### src/rtl/spirx_pkg.sv
package spirx_pkg;

    localparam int unsigned SPIRX_BYTE_W = 8;

    // Bit 0 of the ECC control clear means check bytes ride in the stream.
    function automatic logic spirx_ecc_drops(input logic [1:0] ctrl);
        return ~ctrl[0];
    endfunction

    typedef struct packed {
        logic full;
        logic overrun;
        logic seen;
        logic resume;
    } spirx_stat_t;

endpackage

### src/rtl/spirx_ecc_filter.sv
module spirx_ecc_filter #(
    parameter int unsigned GROUP_LEN = 9
) (
    input  logic       clk,
    input  logic       rst_n,
    input  logic       frame_start_i,
    input  logic       byte_en_i,
    input  logic [1:0] ecc_ctrl_i,
    output logic       load_o
);
    import spirx_pkg::*;

    localparam int unsigned CNT_W = $clog2(GROUP_LEN + 1);

    typedef struct packed {
        logic [CNT_W-1:0] cnt;
    } filt_t;

    filt_t filt_d, filt_q;
    logic [CNT_W-1:0] base_cnt;

    always_comb begin
        base_cnt   = frame_start_i ? '0 : filt_q.cnt;
        filt_d.cnt = base_cnt;
        load_o     = 1'b0;
        if (byte_en_i) begin
            if (spirx_ecc_drops(ecc_ctrl_i)) begin
                if (base_cnt == CNT_W'(GROUP_LEN - 1)) begin
                    filt_d.cnt = '0;
                end else begin
                    filt_d.cnt = base_cnt + CNT_W'(1);
                    load_o     = 1'b1;
                end
            end else begin
                filt_d.cnt = '0;
                load_o     = 1'b1;
            end
        end
    end

    always_ff @(posedge clk or negedge rst_n) begin
        if (!rst_n) filt_q <= '0;
        else        filt_q <= filt_d;
    end

endmodule

### src/rtl/spirx_shift_reg.sv
module spirx_shift_reg #(
    parameter int unsigned DATA_W = 64,
    parameter int unsigned BYTE_W = 8
) (
    input  logic              clk,
    input  logic              rst_n,
    input  logic              load_i,
    input  logic [BYTE_W-1:0] data_i,
    output logic [DATA_W-1:0] rdr_o
);
    localparam int unsigned KEEP_W = DATA_W - BYTE_W;

    logic [DATA_W-1:0] rdr_d, rdr_q;

    always_comb begin
        rdr_d = rdr_q;
        if (load_i) rdr_d = {rdr_q[KEEP_W-1:0], data_i};
    end

    always_ff @(posedge clk or negedge rst_n) begin
        if (!rst_n) rdr_q <= '0;
        else        rdr_q <= rdr_d;
    end

    assign rdr_o = rdr_q;

endmodule

### src/rtl/spirx_status.sv
module spirx_status (
    input  logic clk,
    input  logic rst_n,
    input  logic byte_en_i,
    input  logic frame_start_i,
    input  logic frame_end_i,
    input  logic host_rd_i,
    input  logic host_wr_i,
    input  logic host_wr_ovr_i,
    input  logic wait_i,
    output logic full_o,
    output logic overrun_o,
    output logic resume_o
);
    import spirx_pkg::*;

    spirx_stat_t st_d, st_q;
    logic seen_now;
    logic frame_hit;

    always_comb begin
        seen_now  = (frame_start_i ? 1'b0 : st_q.seen) | byte_en_i;
        frame_hit = frame_end_i & seen_now;
        st_d      = st_q;

        st_d.seen = frame_end_i ? 1'b0 : seen_now;

        if (frame_hit)      st_d.full = 1'b1;
        else if (host_rd_i) st_d.full = 1'b0;

        if (frame_hit && st_q.full) st_d.overrun = 1'b1;
        else if (host_wr_i)         st_d.overrun = host_wr_ovr_i;

        st_d.resume = host_rd_i & wait_i;
    end

    always_ff @(posedge clk or negedge rst_n) begin
        if (!rst_n) st_q <= '0;
        else        st_q <= st_d;
    end

    assign full_o    = st_q.full;
    assign overrun_o = st_q.overrun;
    assign resume_o  = st_q.resume;

endmodule

### src/rtl/spirx_match.sv
module spirx_match #(
    parameter int unsigned MATCH_W = 16
) (
    input  logic [MATCH_W-1:0] data_i,
    input  logic [MATCH_W-1:0] mask_i,
    input  logic [MATCH_W-1:0] value_i,
    output logic               match_o
);
    logic [MATCH_W-1:0] bit_ok;

    for (genvar i = 0; i < MATCH_W; i++) begin : g_bit
        assign bit_ok[i] = mask_i[i] | ~(data_i[i] ^ value_i[i]);
    end

    assign match_o = &bit_ok;

endmodule

### src/rtl/spirx_capture_top.sv
module spirx_capture_top #(
    parameter int unsigned DATA_W    = 64,
    parameter int unsigned MATCH_W   = 16,
    parameter int unsigned GROUP_LEN = 9
) (
    input  logic               clk,
    input  logic               rst_n,
    input  logic               byte_valid_i,
    input  logic [7:0]         byte_data_i,
    input  logic               byte_seg_i,
    input  logic               frame_start_i,
    input  logic               frame_end_i,
    input  logic               seg1_rx_en_i,
    input  logic               seg2_rx_en_i,
    input  logic [1:0]         ecc_ctrl_i,
    input  logic               host_rd_i,
    input  logic               host_wr_i,
    input  logic               host_wr_ovr_i,
    input  logic               wait_i,
    input  logic [MATCH_W-1:0] match_mask_i,
    input  logic [MATCH_W-1:0] match_val_i,
    output logic [DATA_W-1:0]  rdr_o,
    output logic               full_o,
    output logic               overrun_o,
    output logic               match_o,
    output logic               resume_o
);
    import spirx_pkg::*;

    logic byte_en;
    logic load;

    assign byte_en = byte_valid_i & (byte_seg_i ? seg2_rx_en_i : seg1_rx_en_i);

    spirx_ecc_filter #(.GROUP_LEN(GROUP_LEN)) u_filter (
        .clk           (clk),
        .rst_n         (rst_n),
        .frame_start_i (frame_start_i),
        .byte_en_i     (byte_en),
        .ecc_ctrl_i    (ecc_ctrl_i),
        .load_o        (load)
    );

    spirx_shift_reg #(.DATA_W(DATA_W), .BYTE_W(SPIRX_BYTE_W)) u_shift (
        .clk    (clk),
        .rst_n  (rst_n),
        .load_i (load),
        .data_i (byte_data_i),
        .rdr_o  (rdr_o)
    );

    spirx_status u_status (
        .clk           (clk),
        .rst_n         (rst_n),
        .byte_en_i     (byte_en),
        .frame_start_i (frame_start_i),
        .frame_end_i   (frame_end_i),
        .host_rd_i     (host_rd_i),
        .host_wr_i     (host_wr_i),
        .host_wr_ovr_i (host_wr_ovr_i),
        .wait_i        (wait_i),
        .full_o        (full_o),
        .overrun_o     (overrun_o),
        .resume_o      (resume_o)
    );

    spirx_match #(.MATCH_W(MATCH_W)) u_match (
        .data_i  (rdr_o[MATCH_W-1:0]),
        .mask_i  (match_mask_i),
        .value_i (match_val_i),
        .match_o (match_o)
    );

endmodule

### config.mk
export PLATFORM = sky130hd
export DESIGN_NAME = spirx_capture_top
export DESIGN_NICKNAME = d
export VERILOG_FILES = /design/src/rtl/spirx_pkg.sv /design/src/rtl/spirx_ecc_filter.sv /design/src/rtl/spirx_shift_reg.sv /design/src/rtl/spirx_status.sv /design/src/rtl/spirx_match.sv /design/src/rtl/spirx_capture_top.sv
export SDC_FILE = /design/constraint.sdc
export NUM_CORES = 1
export LEC_CHECK = 0
export ABC_AREA = 1
export BUFFER_PORTS_ARGS = -buffer_cell sky130_fd_sc_hd__buf_2
export CAP_MARGIN = 20
export CORE_ASPECT_RATIO = 2
export CORE_UTILIZATION = 45
export DETAILED_ROUTE_END_ITERATION = 16
export PLACE_DENSITY_LB_ADDON = 0.12
export SLEW_MARGIN = 20
export SYNTH_ARGS = -nofsm -noshare
export SYNTH_HDL_FRONTEND = slang
export SYNTH_SLANG_ARGS = --single-unit
### constraint.sdc
create_clock -name clk -period 1.5 [get_ports clk]
set_clock_uncertainty 0.05 [all_clocks]
set_input_delay 0.075 -clock clk [delete_from_list [all_inputs] [get_ports clk]]
set_output_delay 0.075 -clock clk [all_outputs]
set_load 0.01 [all_outputs]
==> results.json, run 1 <==
{
  "status": "complete, but fails checks",
  "violations": "negative setup slack",
  "htreeDepth": 3,
  "grt_pass1_wl_um": 13800,
  "syn_nets": 472,
  "place_ws_ps": -18.6,
  "clk_pin_slew_ps": 50,
  "start_kind": "flop",
  "ys.warnings.count": 0,
  "wl_per_cell_um": 15.0,
  "clockRootBuffer": "clkbuf_16",
  "power_leakage_nw": 2.89,
  "tightest_slew_ps": 572,
  "layoutNonFillerInstCount": 670,
  "start_util": 0.461,
  "fp.dieArea_um2": 7750,
  "gp_congestion": 0.751,
  "finalPower_mw": 6.48,
  "synth_top_area_cell": "dfrtp_1",
  "port_buffers": 120,
  "synth_edf_count": 0,
  "diodes": 0,
  "dr.first_iter.drc_count": 310,
  "synthTopCellsByArea": "dfrtp_1 54%, nand2_1 19%, nand3_1 9.3%",
  "grt_max_degree": 53,
  "syn-instance-count": 416,
  "slew_violations": 0,
  "ys_top_cells_by_count": "166 x nand2_1, 72 x dfrtp_1, 62 x nand3_1",
  "setup_viol_count_final": 37,
  "synth_seq_cells": 72,
  "worst_slack_ps": -73.0,
  "dpl_cell_area_um2": 4110,
  "worstSetupPathType": "flop to primary output",
  "grt_pass1_vias": 3019,
  "coreArea_um2": 7210,
  "syn_to_final_growth_pct": 53.7,
  "via_per_inst": 5.03,
  "finalCriticalPeriod_ps": 1570,
  "dp_cells": 621,
  "yosysMostFrequentCell": "nand2_1",
  "nets": 629,
  "ys_types": 20,
  "insertion_delay_ps": 330,
  "setup_tns_ps": -1170,
  "grt_setup_unrepaired": "yes",
  "synth_top_area_share": 0.542,
  "syn_area_per_cell_um2": 7.99,
  "required_ps": 1370,
  "fin_crit_sh": 1.05,
  "ys.flop_type": "dfrtp_1",
  "overflow": 0,
  "synthesis.area_um2": 3320,
  "p_per_area_nw_per_um2": 1270,
  "fmax_mhz": 636,
  "grt.total_usage": 0.234,
  "hp-class": "input port to flop",
  "cts_tree": "done",
  "hold_viol_final": 0,
  "drt_wl_total_um": 10100,
  "drv_cap": 0,
  "ys_seq_area_frac": 0.542,
  "postLayoutCoreUtil": 0.708,
  "clock_sinks": 72,
  "cts-buffers-inserted": 9,
  "place_hpwl_um": 5520,
  "whs_ps": 75.5,
  "drt_first_pass_iters": 4,
  "ant_nets": 0,
  "num_rows": 44,
  "arrival_ps": 1450,
  "endpoint_kind": "primary output",
  "routed-via-count": 3371,
  "dieHeight_um": 124,
  "ir_drop_mv": 0.958,
  "path_max_fanout": 2,
  "io_pins": 122,
  "post-route-drc-count": 0,
  "fillers": 599,
  "drive_above_1_share": 0.394,
  "async_reset_ff_frac": 1.00,
  "die_w_um": 62.8,
  "timing.slew.headroom": 0.618,
  "grt_antenna_before_repair": 0,
  "cts_buffer_depth": 2,
  "finalInstanceArea_um2": 5110
}
-- power breakdown --
group / leakage [nW] / switching, mW / internal (mW)
logic: 1.81 / 0.914 / 0.791
clock network: 0.140 / 0.771 / 1.28
registers: 0.943 / 0.375 / 2.35
-- routing by layer --
metal	routed length (µm)	part of all wire	global-route usage
met2	5680	0.56	0.425
met5	0	0	0
met4	140	0.014	0.0945
met1	3740	0.37	0.265
met3	510	0.051	0.0489
-- flip-flops by register name, summed over array words and instances, names as in the netlist --
register            flops
u_status.resume_o       1
u_status.st_q           1
u_shift.rdr_o          64
u_status.full_o         1
u_filter.filt_q         4
u_status.overrun_o      1
-- worst paths after layout --
check                                         from                 end  slack (ps)  cells past startpoint
worst max-delay path             u_shift.rdr_o[13]             match_o         -70                      7
worst max register to register  u_filter.filt_q[1]   u_shift.rdr_o[54]         -70                      7
max in group asynchronous                    rst_n    u_shift.rdr_o[6]         680                      3
min in group asynchronous                    rst_n   u_shift.rdr_o[20]         180                      2
worst min-delay path                 ecc_ctrl_i[0]  u_filter.filt_q[1]          80                      4
worst min register to register   u_shift.rdr_o[56]   u_shift.rdr_o[56]         420                      2
-- layout by cell type, fill, tap and decap left out, types with 9 or more instances in the layout --
cell type,count
buf_2,119
buf_4,11
o21ai_1,9
nand3_2,11
nand3_1,51
dfrtp_1,72
nand2_1,131
clkbuf_16,17
nor2_1,9
dlygate4sd3_1,15
nand2_2,30
inv_1,42
-- worst max-delay path, stage by stage (launching register included) --
cell	delay, ps
dfrtp_1	400
or2_4	240
nand2_2	60
nand2_1	50
nor2_1	90
nand2_1	70
nor2_1	80
buf_2	130
-- kinds of logic (layout without fill, tap and decap cells) --
logic type	Yosys count	after routing	synth area share
AND/OR/NAND/NOR	254	255	0.331
flip-flops	72	72	0.542
buffers and inverters	63	224	0.0798
AO/OA/AOI/OAI	24	24	0.0365
adder cells (fa/ha/maj)	2	2	0.00753
multiplexers	1	1	0.00301
-- repair_timing --
item                                   CTS  global route
pin swaps                                9            15
endpoints found under the hold margin   42             0
resized for setup                        5            78
cloned                                   1            13
hold buffers                            15             0
setup buffers                            3             1
setup endpoints to repair                5            29
-- cell type report --
| type | instances | area (µm²) | area share |
|---|---|---|---|
| Timing Repair Buffer | 164 | 1230 | 0.241 |
| Multi-Input combinational cell | 282 | 1510 | 0.296 |
| Tap cell | 92 | 115 | 0.0225 |
| Clock buffer | 12 | 236 | 0.0463 |
| Inverter | 44 | 165 | 0.0323 |
| Clock inverter | 4 | 45.0 | 0.00882 |
| Sequential cell | 72 | 1800 | 0.353 |
No activity file was read; power rests on OpenSTA's default activity.
==> run 2, diff against run 1 <==
- PLACE_DENSITY: unset -> 0.81
- PLACE_DENSITY_LB_ADDON: 0.12 -> unset
==> run 2 against run 1 <==
Against the previous run:
- the run still ends with negative setup slack left
- clock power decreased by 9%
- clock-buffer cell count increased by 1
- combinational power increased by 4%
- global-route usage decreased by 0.89 points
- sequential power increased by 2%
- non-clock buffer count increased by 8
- utilization increased by 4.3 points
- register-to-register slack got worse by 90 ps
- critical path depth increased by 2
==> results.json, run 2 (synthesized netlist as in run 1, its figures left out) <==
{
  "status": "complete, but fails checks",
  "violations": "negative setup slack",
  "p_int_mw": 4.31,
  "crit_path_max_incr_delay_ps": 390,
  "die_w_um": 62.8,
  "worst_hold_startpoint": "ecc_ctrl_i[0]",
  "cts_buffer_depth": 2,
  "switching_share": 0.329,
  "diodes": 0,
  "grt.total_usage": 0.225,
  "ant_nets": 0,
  "nets": 637,
  "arrival_ps": 1810,
  "finalCriticalPeriod_ps": 1660,
  "tightest_slew_ps": 579,
  "cp_num_buf_inv": 4,
  "gp_congestion": 0.822,
  "r2r_setup_slack_ps": -160,
  "drt_first_pass_iters": 4,
  "fin_crit_sh": 1.11,
  "grt_pass1_wl_um": 13500,
  "min_path_cells": 4,
  "setup_viol_count_final": 65,
  "syn_to_final_growth_pct": 62.9,
  "crit_family": "buffers and inverters",
  "p_per_area_nw_per_um2": 1190,
  "start_kind": "flop",
  "via_per_inst": 5.11,
  "place_ws_ps": -24.7,
  "path_cells": "inv_2 > nor2_4 > inv_2 > ha_4 > nand4_4 > buf_6 > clkbuf_16 > nand3_2 > nand2_1",
  "dieHeight_um": 124,
  "hold_viol_final": 0,
  "grt_max_degree": 57,
  "slew_violations": 0,
  "htreeDepth": 3,
  "required_ps": 1650,
  "min_to": "u_filter.filt_q[1]",
  "final_common_cell": "nand2_1",
  "timing.slew.headroom": 0.613,
  "postLayoutCoreUtil": 0.751,
  "grt_setup_unrepaired": "yes",
  "whs_ps": 90.5,
  "r2r_start": "u_filter.filt_q[0]",
  "critical_path.most_common_cell": "inv_2",
  "endpoint_kind": "flop",
  "overflow": 0,
  "most-common-layout-cells": "137 x nand2_1, 119 x buf_2, 72 x dfrtp_1, 52 x nand3_2, 40 x inv_1",
  "seqPwrFrac": 0.433,
  "worst_slack_ps": -161,
  "largest_reg_flops": 64,
  "clock_sinks": 72,
  "start_util": 0.461,
  "drive_above_1_share": 0.461,
  "clockRootBuffer": "clkbuf_16",
  "cts-buffers-inserted": 9,
  "routed-via-count": 3456,
  "switching_power_mw": 2.11,
  "finalInstanceArea_um2": 5410,
  "drv_cap": 0,
  "num_rows": 44,
  "place_hpwl_um": 5470,
  "power_leakage_nw": 2.97,
  "grt_antenna_before_repair": 0,
  "port_buffers": 120,
  "drt_wl_total_um": 11000,
  "grt_pass1_vias": 3020,
  "post-route-drc-count": 0,
  "clk_pin_slew_ps": 50,
  "insertion_delay_ps": 330,
  "io_pins": 122,
  "setup_tns_ps": -6230,
  "clkPwrFrac": 0.292,
  "coreArea_um2": 7210,
  "worstSetupPathType": "flop to flop",
  "ir_drop_mv": 0.772,
  "r2r_cells": 9,
  "fmax_mhz": 602,
  "fp.dieArea_um2": 7750,
  "dpl_cell_area_um2": 4090,
  "cts_tree": "done",
  "timing.rr.end": "u_shift.rdr_o[34]",
  "wl_per_cell_um": 16.3,
  "hp-class": "input port to flop",
  "path_max_fanout": 6,
  "slowest_stage": "dfrtp_1",
  "dr.first_iter.drc_count": 231,
  "power_frac_comb": 0.275
}
## run 2: cell types whose count changed in the layout (fill, tap and decap cells not counted), moves of 3 or more
cell	before	now
nand3_1	51	10
nand2_1	131	137
buf_6	3	7
clkbuf_16	17	20
nand3_2	11	52
nand2_2	30	22
## run 2: power by group through the flow
stage	combinational, mW	sequential (mW)	clock, mW
after floorplan	0.532	2.85	0
after global placement	1.35	2.69	0
after detailed placement	1.39	2.71	0
after CTS	1.46	2.68	1.88
after global routing	1.95	2.83	1.98
final	1.77	2.78	1.87
## run 2: area by class of cell
cell class	instances	area [µm²]
inverter	44	165
clock inverter	1	5.00
clock buffer	13	250
sequential	72	1800
multi-input combinational	282	1720
timing repair buffer	172	1360
tap	92	115
fill	515	1800
## run 2: per-layer routing
layer | part of all wire | vias to the layer above | track usage
met2 | 0.56 | 156 | 0.402
met1 | 0.36 | 1636 | 0.257
met4 | 0.027 | 0 | 0.108
li1 | - | 1643 | -
met3 | 0.053 | 21 | 0.0415
met5 | 0 | - | 0
## run 2: how the worst max path moves through the flow
stage	start	to	cells past startpoint
4_1_cts	u_shift.rdr_o[8]	match_o	8
6_report	u_filter.filt_q[0]	u_shift.rdr_o[34]	9
2_1_floorplan	u_filter.filt_q[0]	u_shift.rdr_o[10]	10
3_3_place_gp	u_filter.filt_q[0]	u_shift.rdr_o[16]	8
3_5_place_dp	u_filter.filt_q[0]	u_shift.rdr_o[22]	8
5_1_grt	u_filter.filt_q[0]	u_shift.rdr_o[34]	9
## run 2: stage by stage
step | power [mW] | instances
2_1_floorplan | 3.38 | 416
3_3_place_gp | 4.04 | 619
3_5_place_dp | 4.10 | 619
4_1_cts | 6.02 | 650
5_1_grt | 6.76 | 676
6_report | 6.43 | 676
## run 2: what timing repair did
action                                  4_1_cts  5_1_grt
hold buffers                                 15        0
endpoints found under the setup margin        6       65
resized for setup                             5      122
endpoints found under the hold margin        43        0
buffers inserted                              1        7
cloned                                        1       19
pin swaps                                     6       50
## run 2: worst register-to-register path, cell delays in order (launching register included)
cell,delay [ps]
dfrtp_1,390
inv_2,90
nor2_4,40
inv_2,70
ha_4,140
nand4_4,210
buf_6,240
clkbuf_16,160
nand3_2,70
nand2_1,80
